## config.mk

```make
export PLATFORM = sky130hd
export DESIGN_NAME = road_signal_ctrl
export DESIGN_NICKNAME = d
export VERILOG_FILES = /design/src/rtl/road_sig_pkg.sv /design/src/rtl/phase_fsm.sv /design/src/rtl/countdown_timer.sv /design/src/rtl/lamp_decode.sv /design/src/rtl/road_signal_ctrl.sv
export SDC_FILE = /design/constraint.sdc
export NUM_CORES = 1
export LEC_CHECK = 0
export BUFFER_PORTS_ARGS = -buffer_cell sky130_fd_sc_hd__buf_4
export CORE_AREA = 2 2 39 41
export CTS_CLUSTER_DIAMETER = 120
export DETAILED_ROUTE_END_ITERATION = 8
export DIE_AREA = 0 0 41 43
export GPL_TIMING_DRIVEN = 0
export PLACE_DENSITY = 0.45
export SLEW_MARGIN = 20
export SYNTH_ARGS = -nofsm -noshare
export SYNTH_HDL_FRONTEND = slang
export SYNTH_SLANG_ARGS = --single-unit
```

## constraint.sdc

```tcl
create_clock -name clk -period 2.9 [get_ports clk]
set_input_delay 0.145 -clock clk [delete_from_list [all_inputs] [get_ports clk]]
set_output_delay 0.145 -clock clk [all_outputs]
set_load 0.005 [all_outputs]
```

## src/rtl/road_sig_pkg.sv

```systemverilog
`timescale 1ns/1ps
package road_sig_pkg;

    // Single state bit: 0 gives the major road green
    typedef enum logic {
        PH_MAJOR_GO = 1'b0,
        PH_MINOR_GO = 1'b1
    } phase_e;

    typedef struct packed {
        logic major_go;
        logic major_stop;
        logic minor_go;
        logic minor_stop;
    } lamp_t;

    // Next phase from present phase, sensor and timer expiry
    function automatic phase_e phase_next(input phase_e cur,
                                          input logic   car,
                                          input logic   expired);
        phase_e nxt;
        nxt = cur;
        case (cur)
            PH_MAJOR_GO: if (car)     nxt = PH_MINOR_GO;
            PH_MINOR_GO: if (expired) nxt = PH_MAJOR_GO;
            default:                  nxt = PH_MAJOR_GO;
        endcase
        return nxt;
    endfunction

    // Mealy request: only while the major road is green and a car waits
    function automatic logic start_req(input phase_e cur, input logic car);
        return (cur == PH_MAJOR_GO) && car;
    endfunction

    function automatic lamp_t lamps_for(input phase_e cur);
        lamp_t l;
        l.major_go   = (cur == PH_MAJOR_GO);
        l.major_stop = (cur == PH_MINOR_GO);
        l.minor_go   = (cur == PH_MINOR_GO);
        l.minor_stop = (cur == PH_MAJOR_GO);
        return l;
    endfunction

endpackage

```

## src/rtl/phase_fsm.sv

```systemverilog
`timescale 1ns/1ps
module phase_fsm
    import road_sig_pkg::*;
(
    input  logic   clk,
    input  logic   rst,
    input  logic   car,
    input  logic   expired,
    output phase_e phase,
    output logic   start
);
    phase_e phase_q;

    always_ff @(posedge clk) begin
        if (rst) phase_q <= PH_MAJOR_GO;
        else     phase_q <= phase_next(phase_q, car, expired);
    end

    assign phase = phase_q;
    assign start = start_req(phase_q, car);
endmodule

```

## src/rtl/countdown_timer.sv

```systemverilog
`timescale 1ns/1ps
module countdown_timer #(
    parameter int LOAD_CYCLES = 8
) (
    input  logic clk,
    input  logic rst,
    input  logic load,
    output logic expired
);
    localparam int CW = (LOAD_CYCLES < 1) ? 1 : $clog2(LOAD_CYCLES + 1);
    localparam logic [CW-1:0] LOAD_V = CW'(LOAD_CYCLES);

    logic [CW-1:0] cnt_q;
    logic          run_q;

    always_ff @(posedge clk) begin
        if (rst) begin
            run_q <= 1'b0;
            cnt_q <= '0;
        end else if (load) begin
            // A request always (re)loads, even while running
            run_q <= 1'b1;
            cnt_q <= LOAD_V;
        end else if (run_q) begin
            if (cnt_q == '0) run_q <= 1'b0;
            else             cnt_q <= cnt_q - 1'b1;
        end
    end

    assign expired = run_q && (cnt_q == '0);
endmodule

```

## src/rtl/lamp_decode.sv

```systemverilog
`timescale 1ns/1ps
module lamp_decode
    import road_sig_pkg::*;
(
    input  phase_e phase,
    output lamp_t  lamps
);
    assign lamps = lamps_for(phase);
endmodule

```

## src/rtl/road_signal_ctrl.sv

```systemverilog
`timescale 1ns/1ps
module road_signal_ctrl
    import road_sig_pkg::*;
#(
    parameter int LOAD_CYCLES = 8
) (
    input  logic clk,
    input  logic rst,
    input  logic car_sense,
    output logic timer_start,
    output logic timer_done,
    output logic major_green,
    output logic major_red,
    output logic minor_green,
    output logic minor_red
);
    phase_e phase;
    lamp_t  lamps;
    logic   start_w;
    logic   done_w;

    phase_fsm u_fsm (
        .clk     (clk),
        .rst     (rst),
        .car     (car_sense),
        .expired (done_w),
        .phase   (phase),
        .start   (start_w)
    );

    countdown_timer #(.LOAD_CYCLES(LOAD_CYCLES)) u_tmr (
        .clk     (clk),
        .rst     (rst),
        .load    (start_w),
        .expired (done_w)
    );

    lamp_decode u_lamp (
        .phase (phase),
        .lamps (lamps)
    );

    assign timer_start = start_w;
    assign timer_done  = done_w;
    assign major_green = lamps.major_go;
    assign major_red   = lamps.major_stop;
    assign minor_green = lamps.minor_go;
    assign minor_red   = lamps.minor_stop;
endmodule

```

==> Word-level counts from Yosys, hierarchy flattened <==
Cells that the tools add are included.
{ "totals": {"register_bits": 6, "latchBits": 0, "ramBits": 0, "romBits": 0, "out_inout_bits": 6, "elab_cells": 24, "mem_count": 0} }
{ "classes": {"addsub": 1, "multipliers": 0, "div_mod_pow": 0, "order_cmp": 0, "eq_ne": 1, "shifts": 0, "mux": 9, "n_bitwise": 2, "n_reduce_logical": 7} }
{ "ops": {"columns": ["op", "count"], "rows": [
  ["2-to-1 mux 4 bit", 3],
  ["2-to-1 mux 1 bit", 5],
  ["zero test 4 bit", 1],
  ["AND reduction 2 bit", 2],
  ["subtractor 4 x 1 -> 4 bit (second input constant)", 1],
  ["logical AND 1 bit", 2],
  ["!= test 2 bit (second input constant)", 1],
  ["NOT 1 bit", 2],
  ["one-hot mux 1 bit (2 select lines)", 1],
  ["nonzero test 2 bit", 1],
  ["OR reduction 2 bit", 1]
]} }

==> Longest topological paths before layout <==
{ "logic_depth": {"word_depth": 4, "ltp_mapped": 5, "mapped_depth_nobuf": 5} }

==> Cells and area by module <==
Synthesis repeated with hierarchy kept, for this count alone.
{ "hier_totals": {"hier_cells": 35, "hier_area_um2": 329.1} }
{ "by_module_without_submodules": {"columns": ["mod", "instances", "cells_per_inst", "area_each_um2", "seq_area_each_um2"], "rows": [
  ["countdown_timer", 1, 27, 257.7, 100.1],
  ["phase_fsm", 1, 4, 45.0, 20.0],
  ["lamp_decode", 1, 4, 26.3, 0.0]
]} }

==> Worst setup path after synthesis <==
OpenSTA, ideal clock, no wires.
{ "synth_timing": {"kind": "register -> register", "startpoint": "reg u_tmr.cnt_q[0]", "endpoint": "reg u_tmr.cnt_q[0]", "arrival_time_ns": 1.129, "setup_slack_ns": 1.650, "path_stages_with_launch": 5, "n_path_buf": 0, "period_less_slack_ns": 1.250, "path_cell_list": "dfxtp_1 -> inv_1 -> ha_1 -> a21boi_2 -> mux2_2"} }
{ "synth_between": {"elab_chain_len": 3, "elab_cells_between_ends": 4, "classes_between": "add/sub (1); bitwise (1); reduce/logical (2)"} }
{ "synth_lines": {"columns": ["element", "line", "text"], "rows": [
  ["start, declared", "countdown_timer.sv:13", "logic [CW-1:0] cnt_q;"],
  ["start signal, assigned", "countdown_timer.sv:26", "else cnt_q <= cnt_q - 1'b1;"],
  ["branches (longest 3 deep; another with subtractor 4 x 1 -> 4 bit)", null, null]
]} }
Parallel ways; which one is timed is not known.
A chain may end at the register's enable or synchronous reset.

==> Worst setup path after layout <==
{ "layout_timing": {"startpoint": "reg u_tmr.cnt_q[0]", "endpoint": "out timer_done"} }
{ "layout_between": {"elab_chain_len": 2} }
{ "layout_lines": {"columns": ["element", "line", "text"], "rows": [
  ["zero test 4 bit", "countdown_timer.sv:30", "assign expired = run_q && (cnt_q == '0);"],
  ["logical AND 1 bit", "countdown_timer.sv:30", null],
  ["end, declared", "road_signal_ctrl.sv:11", "output logic timer_done,"]
]} }
Every way passes these cells.

==> run summary <==
status -> complete, no violations
DR DRC count -> 0
P_leak -> 0.1761 nW
post-synthesis sequential area ratio -> 37.50%
antenna violations before repair -> 0
area share of xor/xnor cells in the synthesized design -> 0%
maximum fanout count along the critical path -> 4
final-layout worst hold slack -> 0.1777 ns
worst-case reg-to-reg path depth -> 4
worst setup path start -> u_tmr.cnt_q[0]$_SDFFE_PP0P_
number of buffers on the longest clock path -> 2
post-cts hold buffer count -> 0
Routed Wire Length -> 549 um
# clock sinks -> 6
cell type contributing the most total cell area after synthesis -> dfxtp_1
maximum clock skew at final layout -> 0.004720 ns
number of synthesized register bits -> 6
number of cells upsized or downsized after cts -> 0
Post-Syn Nets -> 40
Die Width -> 41 um
fraction of the mapped netlist area in simple logic gates -> 26.56%
worst supply voltage drop on vdd -> 0.2568 mV
clock latency at the later pin of the worst-skew pair -> 0.24 ns
placed wire-length estimate after detailed placement -> 433.1 um
first-pass GRT wire length -> 931 um
headroom to the max-slew limit -> 82.91%
slew at the pin closest to its max-slew limit -> 0.2544 ns
portion of netlist area occupied by mux cells -> 7.031%
delay of the slowest cell on the worst path -> 0.32 ns
TritonCTS clock tree -> done
fin crit period -> 1.462 ns
CTS root buffer -> clkbuf_4
family of cells with the greatest summed delay on the critical path -> flip-flops
maximum number of pins on one net before global-route repair -> 10
setup repair after global routing missed its margin -> false
overall track demand over capacity in global routing -> 8.669%
Netlist cell types -> 16
Die H -> 43 um
data arrival at the endpoint of the critical path -> 1.32 ns
count of maximum capacitance violations -> 0
clock-pin slew of the registers on the worst-case setup and hold paths -> 0.05 ns
grt total ovfl -> 0
Crit Path Category -> flip-flop to output pin
die footprint -> 0.001763 mm^2
cells after synthesis -> 36
register-to-register setup slack -> 1.58 ns
I/O Buffers -> 7
via count of the first global-routing pass -> 232
number of post-CTS setup repair buffers -> 0
Max Fclk -> 0.6842 GHz
fraction of final layout cells sized beyond drive strength 1 -> 41.30%
routability congestion estimate from global placement -> 0.6304
CP required -> 2.76 ns
endpoint of the worst-slack reg-to-reg timing path -> u_tmr.cnt_q[0]$_SDFFE_PP0P_
Yosys warning total -> 0
area overhead of the layout relative to synthesis -> 29.69%
first-iteration detailed-routing DRC count -> 6
post-route setup TNS -> 0 ns
PD cells -> 506.8 mW/mm^2
Total Nets Final -> 52
number of hold-slack violations in the final timing report -> 0
Critical Path Start Type -> flip-flop
core outline area -> 0.001384 mm^2
per-cell via count in the routed design -> 4.113
critical path depth -> 5
Setup crit end -> timer_done
final core utilization -> 30.02%
number of filler cells placed in the layout -> 143
Worst Slack Setup Final -> 1.438 ns
total I/O pin count -> 9
cell with the largest stage delay on the worst path -> dfxtp_1
routed wire length per instance -> 8.855 um
Buffers & Inverters on Critical Path -> 2
number of iterations in the first detailed-routing pass -> 4
Post-Synthesis Cell Area -> 320.3 um^2
pre-CTS setup slack -> 1.567 ns
Ant. Diodes -> 0
via total after detailed routing -> 255
effective utilization at floorplan -> 23.15%
top cells by area, synth -> dfxtp_1, nor3_1, buf_4
Compound-Gate Fraction of Synth Area -> 12.89%
Final ANT Viol Nets -> 0
Worst R2R Start -> u_tmr.cnt_q[0]$_SDFFE_PP0P_
setup-violating endpoint count in the final report -> 0
TritonCTS buffer count -> 3
Critical Path End Type -> output pin
arithmetic-cell share of the synthesized area counting full adders, half adders and majority gates -> 3.906%
Post-Synthesis Mean Instance Area -> 8.897 um^2
dominant combinational cell family by area after synthesis -> simple AND/OR/NAND/NOR gates
HP Class -> primary input to flip-flop
level count of the clock H-tree -> 1
number of pins exceeding their max-slew limit in the final report -> 0
Final Cycle Share -> 50.40%
critical path, cell by cell -> inv_1 -> ha_1 -> nand2_1 -> nor3_1 -> buf_4
number of rows created at floorplan -> 14
Synth top area share -> 37.50%
==> where the power goes <==
group | total, mW | switching [mW] | internal [mW] | leakage (nW)
sequential | 0.0940 | 0.00566 | 0.0884 | 0.0493
clock | 0.0750 | 0.0284 | 0.0467 | 0.0138
combinational | 0.0415 | 0.0173 | 0.0241 | 0.113
==> cells by family after synthesis <==
kind of cell | count (synthesis)
DFF | 6
muxes | 2
and+or+nand+nor | 15
buffers and inverters | 7
adders and majority gates | 1
AOI/OAI and AO/OA | 5
==> worst reg2reg max path: stages (launching register included) <==
cell      delay (ns)
dfxtp_1         0.35
inv_1           0.07
ha_1            0.24
a21boi_2        0.20
mux2_2          0.35
==> worst min path at each step <==
stage	depth (start not counted)	startpoint	slack, ns	to
floorplan	2	car_sense	0.32	u_fsm.phase$_SDFF_PP0_
detailed placement	2	rst	0.43	u_fsm.phase$_SDFF_PP0_
CTS	2	rst	0.18	u_tmr.cnt_q[3]$_SDFFE_PP0P_
global placement	2	rst	0.44	u_tmr.cnt_q[3]$_SDFFE_PP0P_
finish	2	rst	0.18	u_tmr.cnt_q[3]$_SDFFE_PP0P_
global route	2	rst	0.19	u_tmr.cnt_q[3]$_SDFFE_PP0P_
==> through the flow <==
step                instances  power (mW)  instance area [um^2]
floorplan                  36      0.1219                 320.3
global placement           59      0.1373                 392.9
detailed placement         59      0.1375                 392.9
CTS                        62      0.2145                 415.4
global route               62      0.2282                 415.4
finish                     62      0.2105                 415.4
==> synth_stat cells <==
cell and instances:
nor3_1 7, dfxtp_1 6, nor2_1 4, buf_4 3
inv_1 3, a211oi_1 2, mux2_2 2, a21boi_2 1
a21oi_1 1, and4b_1 1, clkbuf_2 1, ha_1 1
nand2_1 1, nor2b_1 1, nor4b_2 1, o21ba_2 1
==> state kept, by name, summed over array words and instances, names as in the netlist <==
register and count:
u_fsm.phase 1, u_tmr.cnt_q 4, u_tmr.run_q 1
==> layout by cell type, fill, tap and decap left out, types with 2 or more instances in the layout <==
cell type and instances:
a211oi_1 2, buf_4 10, clkbuf_4 3, dfxtp_1 6, inv_1 3, mux2_2 2, nor2_1 4, nor3_1 7
==> final cells by class <==
class	count	area [um^2]	area share, %
flip-flops and latches	6	120.1	28.92
well taps	16	20.02	4.819
multi-input cells	23	161.4	38.86
plain buffers	4	27.53	6.627
inverters	3	11.26	2.711
repair buffers	7	52.55	12.65
clock buffers	3	22.52	5.422
==> metal layers <==
metal | share of wire [%] | track usage, % | up-vias
met5 | 0 | 0 | -
met4 | 0 | 4.000 | 0
met2 | 45 | 10.63 | 8
li1 | - | - | 143
met1 | 46 | 9.121 | 104
met3 | 9.3 | 9.424 | 0
(Power assumes the default switching activity.)
